### config.mk
export PLATFORM = sky130hd
export DESIGN_NAME = ddr_sample_serializer
export DESIGN_NICKNAME = d
export VERILOG_FILES = /design/src/rtl/dss_pkg.sv /design/src/rtl/dss_coder.sv /design/src/rtl/dss_timing.sv /design/src/rtl/dss_shifter.sv /design/src/rtl/ddr_sample_serializer.sv
export SDC_FILE = /design/constraint.sdc
export NUM_CORES = 1
export LEC_CHECK = 0
export BUFFER_PORTS_ARGS = -buffer_cell sky130_fd_sc_hd__buf_4
export CAP_MARGIN = 20
export CORE_MARGIN = 4
export CORE_UTILIZATION = 30
export DETAILED_ROUTE_END_ITERATION = 10
export PLACE_DENSITY_LB_ADDON = 0.1
export SYNTH_ARGS = -nofsm -noshare
export SYNTH_HDL_FRONTEND = slang
export SYNTH_SLANG_ARGS = --single-unit
### constraint.sdc
create_clock -name clk -period 2.63 [get_ports clk]
set_input_delay 0.1315 -clock clk [delete_from_list [all_inputs] [get_ports clk]]
set_output_delay 0.1315 -clock clk [all_outputs]
set_load 0.005 [all_outputs]
### src/rtl/dss_pkg.sv
`timescale 1ns/1ps
package dss_pkg;
   localparam int MAX_LANES = 4;

   typedef enum logic [1:0] {
      LM_ONE  = 2'd0,
      LM_TWO  = 2'd1,
      LM_FOUR = 2'd2,
      LM_ALT  = 2'd3
   } lane_mode_e;

   // log2 of the active lane count for a mode code
   function automatic logic [1:0] lane_lg(input logic [1:0] code);
      case (lane_mode_e'(code))
         LM_TWO:  return 2'd1;
         LM_FOUR: return 2'd2;
         default: return 2'd0;
      endcase
   endfunction

   function automatic int lane_count(input logic [1:0] lg);
      return 1 << lg;
   endfunction
endpackage

### src/rtl/dss_coder.sv
`timescale 1ns/1ps
module dss_coder #(
   parameter int W = 16
) (
   input  logic         twos_i,
   input  logic [W-1:0] raw_i,
   output logic [W-1:0] word_o
);
   generate
      if (W > 1) begin : g_wide
         assign word_o = {raw_i[W-1] ^ twos_i, raw_i[W-2:0]};
      end else begin : g_narrow
         assign word_o = raw_i ^ twos_i;
      end
   endgenerate
endmodule

### src/rtl/dss_timing.sv
`timescale 1ns/1ps
module dss_timing #(
   parameter int W = 16
) (
   input  logic       clk,
   input  logic       rst_n,
   input  logic [1:0] lane_mode_i,
   output logic [1:0] lg_o,
   output logic       load_o,
   output logic       shift_o,
   output logic       dco_o,
   output logic       frame_o
);
   import dss_pkg::*;

   localparam int CW = $clog2(2 * W);

   logic          started;
   logic [CW-1:0] cnt;
   logic [1:0]    lg_q;
   logic [CW:0]   span;
   logic [CW-1:0] last_cnt;

   assign span     = (CW+1)'(2 * W) >> lg_q;
   assign last_cnt = CW'(span - 1'b1);
   assign load_o   = !started || (cnt == last_cnt);
   assign shift_o  = started && cnt[0] && !load_o;
   assign dco_o    = started && (cnt[1] ^ cnt[0]);
   assign frame_o  = started && ({1'b0, cnt} < (span >> 1));
   assign lg_o     = lg_q;

   always_ff @(posedge clk or negedge rst_n) begin
      if (!rst_n) begin
         started <= 1'b0;
         cnt     <= '0;
         lg_q    <= 2'd0;
      end else if (load_o) begin
         started <= 1'b1;
         cnt     <= '0;
         lg_q    <= lane_lg(lane_mode_i);
      end else begin
         cnt <= cnt + 1'b1;
      end
   end


   mode_hold_chk: assert property (@(posedge clk) disable iff (!rst_n)
      !$past(load_o) |-> $stable(lg_o));

   dco_quiet_on_shift_chk: assert property (@(posedge clk) disable iff (!rst_n)
      shift_o |=> $stable(dco_o));

   load_then_frame_chk: assert property (@(posedge clk) disable iff (!rst_n)
      load_o |=> (frame_o && !dco_o));
endmodule

### src/rtl/dss_shifter.sv
`timescale 1ns/1ps
module dss_shifter #(
   parameter int W = 16
) (
   input  logic                          clk,
   input  logic                          rst_n,
   input  logic                          load_i,
   input  logic                          shift_i,
   input  logic [1:0]                    lg_i,
   input  logic [W-1:0]                  word_i,
   output logic [dss_pkg::MAX_LANES-1:0] lanes_o
);
   import dss_pkg::*;

   logic [W-1:0] sreg;

   always_ff @(posedge clk or negedge rst_n) begin
      if (!rst_n) begin
         sreg <= '0;
      end else if (load_i) begin
         sreg <= word_i;
      end else if (shift_i) begin
         sreg <= sreg << lane_count(lg_i);
      end
   end

   generate
      for (genvar k = 0; k < MAX_LANES; k++) begin : g_lane
         assign lanes_o[k] = (k < lane_count(lg_i)) ? sreg[W-1-k] : 1'b0;
      end
   endgenerate


   lanes_hold_chk: assert property (@(posedge clk) disable iff (!rst_n)
      (!$past(load_i) && !$past(shift_i)) |-> $stable(lanes_o));

   idle_lanes_chk: assert property (@(posedge clk) disable iff (!rst_n)
      (lg_i == 2'd0) |-> (lanes_o[MAX_LANES-1:1] == '0));
endmodule

### src/rtl/ddr_sample_serializer.sv
`timescale 1ns/1ps
module ddr_sample_serializer #(
   parameter int SAMPLE_W = 16,
   parameter int NUM_CH   = 2
) (
   input  logic                       clk,
   input  logic                       rst_n,
   input  logic [1:0]                 lane_mode_i,
   input  logic                       twos_i,
   input  logic [NUM_CH*SAMPLE_W-1:0] sample_i,
   output logic                       load_o,
   output logic                       dco_o,
   output logic                       frame_o,
   output logic [NUM_CH*4-1:0]        lanes_o
);
   import dss_pkg::*;

   generate
      if (SAMPLE_W < 8 || (SAMPLE_W % (2 * MAX_LANES)) != 0) begin : g_bad_width
         $error("SAMPLE_W must be a multiple of twice the lane maximum");
      end
      if (NUM_CH < 1) begin : g_bad_ch
         $error("NUM_CH must be at least one");
      end
   endgenerate

   logic [1:0] lg;
   logic       shift;

   dss_timing #(.W(SAMPLE_W)) u_timing (
      .clk         (clk),
      .rst_n       (rst_n),
      .lane_mode_i (lane_mode_i),
      .lg_o        (lg),
      .load_o      (load_o),
      .shift_o     (shift),
      .dco_o       (dco_o),
      .frame_o     (frame_o)
   );

   generate
      for (genvar c = 0; c < NUM_CH; c++) begin : g_ch
         logic [SAMPLE_W-1:0] coded;

         dss_coder #(.W(SAMPLE_W)) u_coder (
            .twos_i (twos_i),
            .raw_i  (sample_i[c*SAMPLE_W +: SAMPLE_W]),
            .word_o (coded)
         );

         dss_shifter #(.W(SAMPLE_W)) u_shift (
            .clk     (clk),
            .rst_n   (rst_n),
            .load_i  (load_o),
            .shift_i (shift),
            .lg_i    (lg),
            .word_i  (coded),
            .lanes_o (lanes_o[c*MAX_LANES +: MAX_LANES])
         );
      end
   endgenerate
endmodule

# Yosys cells after proc, flatten, opt, wreduce, memory -nomap -nowiden
# Cells that the tools add are included.
[classes] n_mux=14 n_lt_le_gt_ge=5 eq_ne=3 add_sub_neg=2 n_shift=4 n_bitwise=3 reduce_logical=8
[ops] op="$lt A3 B32 Y1 const A" count=2
[ops] op="$mux W16" count=4
[ops] op="$shl A16 B32 Y16" count=2
[ops] op="$lt A1 B32 Y1 const A" count=1
[ops] op="$lt A2 B32 Y1 const A" count=1
[ops] op="$shl A1 B2 Y32 const A" count=1
[ops] op="$mux W1" count=8
[ops] op="$shr A6 B2 Y6 const A" count=1
[ops] op="$add A5 B1 Y5 const B" count=1
[ops] op="$eq A5 B5 Y1" count=1
[ops] op="$lt A5 B5 Y1" count=1
[ops] op="$mux W5" count=1
[ops] op="$sub A5 B1 Y5 const B" count=1
[ops] op="$logic_and A1 B1 Y1" count=4
[ops] op="$pmux W2 S2" count=1
[ops] op="$xor A1 B1 Y1" count=3
[ops] op="$eq A2 B1 Y1 const B" count=1
[ops] op="$eq A2 B2 Y1 const B" count=1
[ops] op="$logic_not A1 Y1" count=2
[ops] op="$reduce_bool A2 Y1" count=1
[ops] op="$logic_or A1 B1 Y1" count=1
[word_totals] elab_cells=44 in_bits=37 register_bits=40 out_inout_bits=11

# Depth between registers and ports, before layout
# Gate-level depths: netlist (run 1).
[logic_depth] word_depth=8 mapped_depth=12 depth_no_buf=7

# By module
# Synthesis (run 1) repeated with hierarchy kept, for this count alone.
[unflattened] hier_cells=435 area_unflattened_um2=3936.3
[modules_own_cells] mod="dss_shifter" cells_per_inst=177 n_inst=2 area_each_um2=1586.5
[modules_own_cells] mod="dss_timing" cells_per_inst=49 n_inst=1 area_each_um2=520.5
[modules_own_cells] mod="dss_coder" cells_per_inst=16 n_inst=2 area_each_um2=121.4

# Worst setup path before layout (run 1)
# Ideal clock, no wire load.
[synth_path] path_kind="reg-to-reg" startpoint="register u_timing.lg_q[1] (netlist: u_timing.lg_o[1])" endpoint="register g_ch[0].u_shift.sreg[0]" t_required_ns=2.505 setup_ns=0.125 slack_ns=-0.203 arrival_ns=2.708 path_stages_with_launch=12 path_cell_list="dfrtp_1 -> buf_2 -> clkbuf_1 -> buf_1 -> nand2b_1 -> ha_1 -> xor2_2 -> nand2_1 -> o21a_1 -> buf_6 -> buf_6 -> mux2_4"
[synth_between] elab_chain_cells=7 word_cells_on_any_way=11 cone_classes="add/sub: 1; eq/ne: 1; shift: 3; mux: 2; reduce/logical: 4"
[synth_lines] element="from (decl)" line_no="dss_timing.sv:20" rtl="logic [1:0] lg_q;"
[synth_lines] element="from (signal assigned)" line_no="dss_timing.sv:40" rtl="lg_q <= lane_lg(lane_mode_i);"
[synth_lines] element="$shr A6 B2 Y6" line_no="dss_timing.sv:24" rtl="assign span = (CW+1)'(2 * W) >> lg_q;"
[synth_lines] element="$sub A5 B1 Y5" line_no="dss_timing.sv:25" rtl="assign last_cnt = CW'(span - 1'b1);"
[synth_lines] element="$eq A5 B5 Y1" line_no="dss_timing.sv:26" rtl="assign load_o = !started || (cnt == last_cnt);"
[synth_lines] element="$logic_or A1 B1 Y1" line_no="dss_timing.sv:26"
[synth_lines] element="$logic_not A1 Y1" line_no="dss_timing.sv:27" rtl="assign shift_o = started && cnt[0] && !load_o;"
[synth_lines] element="$logic_and A1 B1 Y1" line_no="dss_timing.sv:27"
[synth_lines] element="$reduce_bool A2 Y1 (no line)"
[synth_lines] element="to (signal assigned)" line_no="dss_shifter.sv:21" rtl="sreg <= word_i;"
[synth_lines] element="to (signal assigned)" line_no="dss_shifter.sv:23" rtl="sreg <= sreg << lane_count(lg_i);"
[synth_lines] element="to (decl)" line_no="dss_shifter.sv:15" rtl="logic [W-1:0] sreg;"
# Several ways; a longest one is shown, not always the timed one. The select of a mux whose other input is x is not followed.
# A chain may end at the register's enable or synchronous reset.

# Worst setup path in the final report (run 1)
[layout_path] startpoint="register u_timing.lg_q[1] (netlist: u_timing.lg_o[1])" endpoint="output load_o"
[layout_between] elab_chain_cells=4
[layout_lines] element="$shr A6 B2 Y6" line_no="dss_timing.sv:24"
[layout_lines] element="$sub A5 B1 Y5" line_no="dss_timing.sv:25"
[layout_lines] element="$eq A5 B5 Y1" line_no="dss_timing.sv:26"
[layout_lines] element="$logic_or A1 B1 Y1" line_no="dss_timing.sv:26"
[layout_lines] element="to (decl)" line_no="ddr_sample_serializer.sv:11" rtl="output logic load_o,"
# No other way between the ends.

==> summary.md, run 1 <==
| Metric | Value |
|---|---|
| Outcome | `completed` |
| Vert. Die Dim | `108.4 um` |
| H-tree level count | `2` |
| Async SR Flop Fraction | `1.000` |
| Area of the die | `11,750 um2` |
| Post-synth cell types | `49` |
| Max Cap Violations | `0` |
| Setup TNS | `0 ps` |
| Clk_skew | `10.92 ps` |
| Primary FF master, synth | `dfrtp_1` |
| Post-synth EDFFs | `0` |
| Max Clk Rate | `415.2 MHz` |
| Fillers | `1,012` |
| Tcrit/Tclk final | `0.9157` |
| Hold Path Depth | `2` |
| Hold Startpoint | `sample_i[10]` |
| I/O pins | `48` |
| Total number of vias | `2,257` |
| Reg clk slew, reported paths | `90 ps` |
| RD Place Congestion | `0.7999` |
| Leak Pwr | `0.001584 uW` |
| RSZ-0062 raised after global routing | `false` |
| Avg Synthesized Cell Area | `10.88 um2` |
| Design area | `3654 um2` |
| Final Util | `0.3738` |
| Reg2reg setup slack | `320 ps` |
| Final wirelength | `7.650 mm` |
| Crit-path cells | `nand2_1, ha_4, xor2_2, nand2_1, o21a_2, inv_2, buf_4` |
| Most used cell, CP | `nand2_1` |
| Final Hold Fails | `0` |
| Maximum VDD drop | `196.1 uV` |
| Critical path type | `flip-flop to output pin` |
| HP Class | `primary input to flip-flop` |
| Placed Cells incl. Taps | `446` |
| Share of cells above drive strength 1 | `0.3540` |
| Synth area leaders | `dfrtp_1 33%, mux4_2 10%, mux2_4 9.4%` |
| Post-synthesis cell area | `3024 um2` |
| GRT Residual Overflow | `0` |
| Register area | `1002 um2` |
| Mapped Cells | `278` |
| Max Slew Vio Count | `0` |
| Number of global-route vias before repair | `2,319` |
| N_diodes | `0` |
| DR pass1 iterations | `4` |
| Final setup viols | `0` |
| PwrDens | `524.4 nW/um2` |
| Placed Instance Area | `3522 um2` |
| Sink Count | `40` |
| Area delta synth->final | `20.81%` |
| FF-to-FF End | `g_ch[1].u_shift.sreg[3]` |
| Port bufs | `47` |
| GR Util All Layers | `0.1374` |
| Die width | `108.4 um` |
| Synth warnings | `0` |
| CP Capture Type | `output pin` |
| Initial core utilization | `0.3094` |
| Initial DRC count | `85` |
| WL per Instance | `16.81 um` |
| Worst slew margin | `0.6317` |
| Worst Tran Pin Value | `552.5 ps` |
| Final cell count without fillers | `455` |
| #FFs+latches synth | `40` |
| Drc violations | `0` |
| WP data arrival | `2280 ps` |
| CTS tree | `yes` |
| CTS max path bufs | `2` |
| Crit-path max FO | `8` |
| Core area | `9774 um2` |
| Worst R2R Start | `u_timing.lg_o[1]` |
| Critical Path Max Stage Delay | `430 ps` |
| Largest net degree at the start of global routing | `41` |
| CTS Buf Count | `5` |
| Post-synth top area share | `0.3310` |
| ANT nets after route | `0` |
| Nets | `365` |
| Final min period | `2408 ps` |
| WP data required | `2500 ps` |
| Most frequent cells after synthesis | `40 x dfrtp_1, 26 x nor2_1, 21 x mux2i_1` |
| Hpwl dp | `5.391 mm` |
| Crit start category | `flip-flop` |
| CP max stage cell | `dfrtp_1` |
| R2R cell count | `7` |
| First-pass GRT wire length | `12.57 mm` |
| Routed vias/inst | `4.960` |
| Multi-input gate area | `1852 um2` |
| Skew-Pair Late Insertion Delay | `300 ps` |
| Register area share after synthesis | `0.3310` |
| CTS Root Cell | `clkbuf_8` |
| Cell row count | `36` |
| Initial antenna violation count | `0` |
| WHS Endpoint | `g_ch[0].u_shift.sreg[10]` |
| Most common cell in the synthesized netlist | `dfrtp_1` |
| Synth Net Count | `322` |
| Synth area leader | `dfrtp_1` |
==> layer usage <==
metal,routed length [um],global-route usage
met5,0,0
met4,38,0.02976
met2,3625,0.2189
met3,315,0.02627
met1,3670,0.1938
==> report_power, final <==
group / total [uW] / switching [uW] / internal [uW]
clock network: 546 / 235 / 311
logic: 583 / 245 / 337
registers: 787 / 98.4 / 689
total: 1920 / 579 / 1340
==> flip-flops by register name, indices dropped and copies added (netlist names) <==
name / flops
u_timing.started: 1
g_ch.u_shift.sreg: 32
u_timing.cnt: 5
u_timing.lg_o: 2
==> how the worst max path moves through the flow <==
stage                                 from  slack, ps                       to
after floorplan           u_timing.lg_o[0]         10  g_ch[0].u_shift.sreg[0]
after global placement    u_timing.lg_o[1]        390  g_ch[1].u_shift.sreg[8]
after detailed placement  u_timing.lg_o[1]        330         u_timing.lg_o[0]
after CTS                 u_timing.lg_o[1]        200                   load_o
after global routing      u_timing.lg_o[1]         50                   load_o
final                     u_timing.lg_o[1]        220                   load_o
==> logic make-up (layout without fill, tap and decap cells) <==
family / Yosys count / count (layout) / share of synthesized area
adders and majority gates: 7 / 7 / 0.02896
other: 1 / 1 / 0.001240
xor gates and xnor gates: 7 / 7 / 0.02276
muxes: 63 / 63 / 0.3016
AOI/OAI and AO/OA: 50 / 50 / 0.1171
buffers and inverters: 35 / 79 / 0.06371
DFF: 40 / 40 / 0.3310
and+or+nand+nor: 75 / 75 / 0.1336
==> metrics by stage <==
stage | total power [uW] | worst slack (ps) | hold WS, ps
floorplan | 1192 | 14.41 | -164.1
global placement | 1385 | 391.5 | 161.9
detailed placement | 1389 | 328.6 | 168.2
CTS | 1951 | 196.0 | 45.20
global route | 2030 | 51.24 | 42.52
finish | 1916 | 221.7 | 57.07
==> placed cells by master, fill, tap and decap left out, types with 10 or more instances in the layout <==
cell type	Yosys	routed
buf_4	1	55
dfrtp_1	40	39
nor2_1	26	26
mux2i_1	21	21
mux2_4	19	19
o21ai_0	15	15
mux4_2	14	14
inv_1	11	11
nor2b_1	10	10
==> layout make-up <==
type,count,share of cell area
clock inverters,2,0.01062
clock buffers,6,0.02260
well taps,133,0.04555
repair buffers,58,0.1267
multi-input cells,203,0.5069
flip-flops and latches,40,0.2743
inverters,13,0.01336
==> critical path: cells and delay by family, from the launching register on <==
kind | cells | cell delay (ps)
compound gates | 1 | 340
fa+ha+maj | 1 | 320
simple gates | 2 | 360
flops | 1 | 430
xor+xnor | 1 | 250
buf+inv | 2 | 290
==> what timing repair did <==
| item | 4_1_cts | 5_1_grt |
|---|---|---|
| hold buffers | 1 | 0 |
| setup buffers | 0 | 0 |
| endpoints found under the hold margin | 40 | 0 |
| gates resized for setup | 0 | 0 |
Power figures use the tool's default switching activity.
==> run 2: changes to the inputs <==
CORE_MARGIN = default   (was 4)
==> run 2 against run 1 <==
  * Register-to-register slack hardly changed
  * Final cell count is the same
  * Combinational power barely moved
  * Sequential share of layout area increased by 0.20 points
  * Utilization down 0.27 points
  * Count of clock-buffer cells in the layout unchanged
  * Largest power group unchanged
  * Highest routed layer unchanged
==> summary.md, run 2 (same netlist as run 1, synthesis figures left out) <==
| Metric | Value |
|---|---|
| Final Hold Fails | `0` |
| CP Capture Type | `output pin` |
| Number of global-route vias before repair | `2,282` |
| Hpwl dp | `5.254 mm` |
| Worst slew margin | `0.6281` |
| Worst R2R Start | `u_timing.lg_o[1]` |
| H-tree level count | `2` |
| Total number of vias | `2,268` |
| Clk_skew | `12.25 ps` |
| Crit start category | `flip-flop` |
| Max Slew Vio Count | `0` |
| Most frequent cells in the layout | `56 x buf_4, 39 x dfrtp_1, 26 x nor2_1, 21 x mux2i_1, 19 x mux2_4` |
| Share of cells above drive strength 1 | `0.3509` |
| Critical path type | `flip-flop to output pin` |
| GRT Residual Overflow | `0` |
| Leak Pwr | `0.001572 uW` |
| Largest net degree at the start of global routing | `48` |
| DR pass1 iterations | `4` |
| CTS tree | `yes` |
| Routed vias/inst | `4.985` |
| Design area | `3627 um2` |
| Initial antenna violation count | `0` |
| WP data arrival | `2220 ps` |
| Die width | `102.4 um` |
| Core area | `9774 um2` |
| Outcome | `completed` |
| Hold Startpoint | `sample_i[10]` |
| Port bufs | `47` |
| Vert. Die Dim | `102.4 um` |
| Initial DRC count | `65` |
| PwrDens | `518.6 nW/um2` |
| Skew-Pair Late Insertion Delay | `300 ps` |
| HP Class | `primary input to flip-flop` |
| I/O pins | `48` |
| Sink Count | `40` |
| Max Cap Violations | `0` |
| GR Util All Layers | `0.1552` |
| Commonest non-fill, non-tap cell in the layout | `buf_4` |
| Placed Instance Area | `3510 um2` |
| Initial core utilization | `0.3094` |
| RD Place Congestion | `0.7574` |
| Tcrit/Tclk final | `0.8925` |
| Final setup viols | `0` |
| Nets | `365` |
| Final wirelength | `7.571 mm` |
| Setup TNS | `0 ps` |
| CTS max path bufs | `2` |
| WP data required | `2500 ps` |
| N_diodes | `0` |
| CTS Buf Count | `5` |
| Max Clk Rate | `426.0 MHz` |
| Area of the die | `10,490 um2` |
| First-pass GRT wire length | `12.31 mm` |
| Area delta synth->final | `19.94%` |
| ANT nets after route | `0` |
| # resized after CTS | `0` |
| Crit-path max FO | `7` |
| Worst Tran Pin Value | `557.9 ps` |
| RSZ-0062 raised after global routing | `false` |
| WL per Instance | `16.64 um` |
| Maximum VDD drop | `193.8 uV` |
| Drc violations | `0` |
| Largest register FFs | `32` |
| CP startpoint | `u_timing.lg_o[1]` |
| Final min period | `2347 ps` |
| Reg clk slew, reported paths | `90 ps` |
| CTS Root Cell | `clkbuf_8` |
| Cell row count | `36` |
| Reg with most FFs | `g_ch.u_shift.sreg` |
## run 2: cell types whose count changed in the layout (fill, tap and decap cells not counted)
cell and delta:
clkinv_4 -1, clkbuf_1 +1, buf_12 -1, buf_4 +1, clkinv_2 +1, clkbuf_8 -1
## run 2: path summary, 6_finish.rpt
check / slack (ps) / to / cells after the start
worst max-delay path: 280 / load_o / 7
worst min-delay path: 60 / g_ch[0].u_shift.sreg[10] / 2
worst max register to register: 330 / g_ch[0].u_shift.sreg[1] / 7
worst min register to register: 570 / u_timing.lg_o[0] / 1
max in group asynchronous: 1840 / u_timing.lg_o[0] / 2
min in group asynchronous: 360 / g_ch[0].u_shift.sreg[12] / 2
## run 2: metrics by stage
stage	std cells	utilization	setup WS [ps]	hold slack [ps]	total power [uW]
floorplan	278	-	14.41	-164.1	1192
global placement	446	0.3591	432.7	158.1	1383
detailed placement	446	0.3591	352.8	164.1	1386
CTS	455	0.3711	278.2	48.05	1906
global route	455	0.3711	137.6	45.96	1995
finish	455	0.3711	282.7	56.68	1881
## run 2: layout make-up
class	count	area, um2
Fill cell	1000	6147
Inverter	13	48.80
Multi-Input combinational cell	203	1852
Sequential cell	40	1002
Timing Repair Buffer	58	450.4
Tap cell	133	166.4
Clock buffer	6	72.57
Clock inverter	2	35.03
## run 2: worst max-delay path, stage by stage (launching register included)
cell and delay [ps]:
dfrtp_1 430, nand2_1 220, ha_4 340, xor2_2 240, nand2_1 160, o21a_2 250, inv_2 140, buf_4 130
## run 2: repair_timing
item	4_1_cts	5_1_grt
endpoints found under the hold margin	40	0
setup buffers	0	0
hold buffers	1	0
## run 2: metal layers
metal | vias up | track usage | routed length (um)
met5 | - | 0 | 0
met4 | 0 | 0.04176 | 78
met3 | 7 | 0.02462 | 279
met2 | 55 | 0.2494 | 3471
met1 | 1115 | 0.2169 | 3741
li1 | 1091 | - | -
## run 2: report_power, final
part           internal, uW  total [uW]  switching [uW]
sequential              689         786            96.9
clock                   282         513             231
combinational           337         582             246
total                  1310        1880             574
==> run 3: changes to the inputs <==
BUFFER_PORTS_ARGS = default   (was -buffer_cell sky130_fd_sc_hd__buf_4)
DONT_BUFFER_PORTS = 1   (was default)
==> run 3 against run 2 <==
  * Register-to-register slack about the same
  * Sequential power increased by 0.9%
  * Power decreased by 4.1%
  * Critical path depth unchanged
  * Maximum frequency decreased by 3.0%
  * Clock power decreased by 12%
  * Die area unchanged
  * Worst setup slack got worse by 72 ps
  * Combinational power decreased by 3.8%
  * Clock skew decreased by 1.4 ps
  * Flip-flop and latch count unchanged
  * Largest cell class unchanged
==> summary.md, run 3 (same netlist as run 1, synthesis figures left out) <==
| Metric | Value |
|---|---|
| Area delta synth->final | `20.07%` |
| Max Cap Violations | `0` |
| Cell row count | `36` |
| Crit start category | `flip-flop` |
| Most frequent cells in the layout | `39 x dfrtp_1, 31 x dlygate4sd3_1, 26 x nor2_1, 21 x mux2i_1, 19 x mux2_4` |
| Vert. Die Dim | `102.4 um` |
| HP Class | `primary input to flip-flop` |
| Largest net degree at the start of global routing | `41` |
| N_diodes | `0` |
| Cell internal pwr | `1226 uW` |
| Routed wl met2 | `3.468 mm` |
| Initial DRC count | `67` |
| GR Util All Layers | `0.1561` |
| CTS tree | `yes` |
| Tcrit/Tclk final | `0.9200` |
| Final wirelength | `7.581 mm` |
| H-tree level count | `2` |
| Nets | `353` |
| Total number of vias | `2,218` |
| Sink Count | `40` |
| CTS max path bufs | `2` |
| Setup TNS | `0 ps` |
| CP Capture Type | `output pin` |
| M1 WL | `3.695 mm` |
| Final Util | `0.3715` |
| Skew-Pair Late Insertion Delay | `300 ps` |
| First-pass GRT wire length | `12.22 mm` |
| Sw Ratio | `0.3205` |
| Maximum VDD drop | `212.1 uV` |
| Placed Cells incl. Taps | `403` |
| Reg with most FFs | `g_ch.u_shift.sreg` |
| Die width | `102.4 um` |
| Reg clk slew, reported paths | `90 ps` |
| Final Hold Fails | `0` |
| CTS Root Cell | `clkbuf_8` |
| Seq pwr share | `0.439` |
| Psw | `578.1 uW` |
| Crit-path max FO | `8` |
| Leak Pwr | `0.001496 uW` |
| DR pass1 iterations | `4` |
| Max Clk Rate | `413.3 MHz` |
| Final min period | `2420 ps` |
| Critical path type | `flip-flop to output pin` |
| PwrDens | `496.8 nW/um2` |
| WP data required | `2500 ps` |
| Max Slew Vio Count | `0` |
| RSZ-0062 raised after global routing | `false` |
| Outcome | `completed` |
| Final setup viols | `0` |
| CTS Buf Count | `5` |
| Top Metal Used | `met4` |
| Routed vias/inst | `5.007` |
| GRT Residual Overflow | `0` |
| ANT nets after route | `0` |
| RD Place Congestion | `0.7802` |
| Initial core utilization | `0.3094` |
| Initial antenna violation count | `0` |
| Number of global-route vias before repair | `2,172` |
| Area of the die | `10,490 um2` |
| Commonest non-fill, non-tap cell in the layout | `dfrtp_1` |
| Core area | `9774 um2` |
| Drc violations | `0` |
| I/O pins | `48` |
| DR WL met3 | `311 um` |
| Clock power frac | `0.250` |
| WL per Instance | `17.11 um` |
| Share of cells above drive strength 1 | `0.2290` |
| Port bufs | `0` |
| Clk_skew | `10.83 ps` |
| Final cell count without fillers | `443` |
| Comb power frac | `0.310` |
| WP data arrival | `2290 ps` |
| Hpwl dp | `5.324 mm` |
| Largest register FFs | `32` |
[run 3: changes by cell type in the layout (fill, tap and decap cells not counted)]
cell,previous run,this run
buf_12,1,2
buf_16,0,1
buf_4,56,12
bufinv_16,1,0
clkbuf_8,5,6
clkinv_2,1,0
clkinvlp_4,0,1
dlygate4sd3_1,1,31
[run 3: power by group through the flow]
stage / Combinational [uW] / Clock (uW) / Sequential [uW]
floorplan: 439 / 0 / 753
global route: 620 / 497 / 807
CTS: 570 / 472 / 793
finish: 560 / 451 / 793
detailed placement: 511 / 0 / 805
global placement: 510 / 0 / 808
[run 3: what timing repair did]
item | CTS | global route
resized for setup | 0 | 0
hold buffers | 32 | 0
setup buffers | 0 | 0
endpoints found under the hold margin | 70 | 0
[run 3: final timing paths]
path | startpoint | endpoint | slack, ps | cells past startpoint
worst max-delay path | u_timing.lg_o[1] | load_o | 210 | 7
worst min-delay path | lane_mode_i[0] | u_timing.lg_o[1] | 100 | 2
worst max register to register | u_timing.lg_o[1] | g_ch[1].u_shift.sreg[8] | 320 | 7
worst min register to register | g_ch[1].u_shift.sreg[15] | g_ch[1].u_shift.sreg[15] | 620 | 2
max in group asynchronous | rst_n | u_timing.lg_o[0] | 2090 | 2
min in group asynchronous | rst_n | g_ch[0].u_shift.sreg[12] | 320 | 2
[run 3: worst max-delay path, stage by stage, from the launching register on]
cell     delay, ps
dfrtp_1        510
nand2_1        240
ha_4           330
xor2_2         150
nand2_1        120
o21a_2         340
inv_2          160
buf_4          130
[run 3: per-stage QoR]
stage / worst slack [ps] / power (uW) / area [um2] / hold slack [ps]
after floorplan: 14.41 / 1192 / 3048 / -164.1
after global placement: 376.1 / 1318 / 3199 / -163.0
after detailed placement: 315.3 / 1317 / 3199 / -163.1
after CTS: 177.7 / 1835 / 3631 / 101.3
after global routing: 17.65 / 1924 / 3631 / 113.5
final: 210.4 / 1804 / 3631 / 98.28
[run 3: routing by layer]
layer | up-vias | global-route usage
li1 | 1065 | -
met1 | 1094 | 0.2251
met2 | 51 | 0.2406
met3 | 8 | 0.02873
met4 | 0 | 0.03846
met5 | - | 0
[run 3: layout make-up]
cell class	instances	area (um2)
timing repair buffer	46	467.9
fill	1001	6143
sequential	40	1002
inverter	13	48.80
clock buffer	7	86.33
tap	133	166.4
multi-input combinational	203	1852
clock inverter	1	7.507
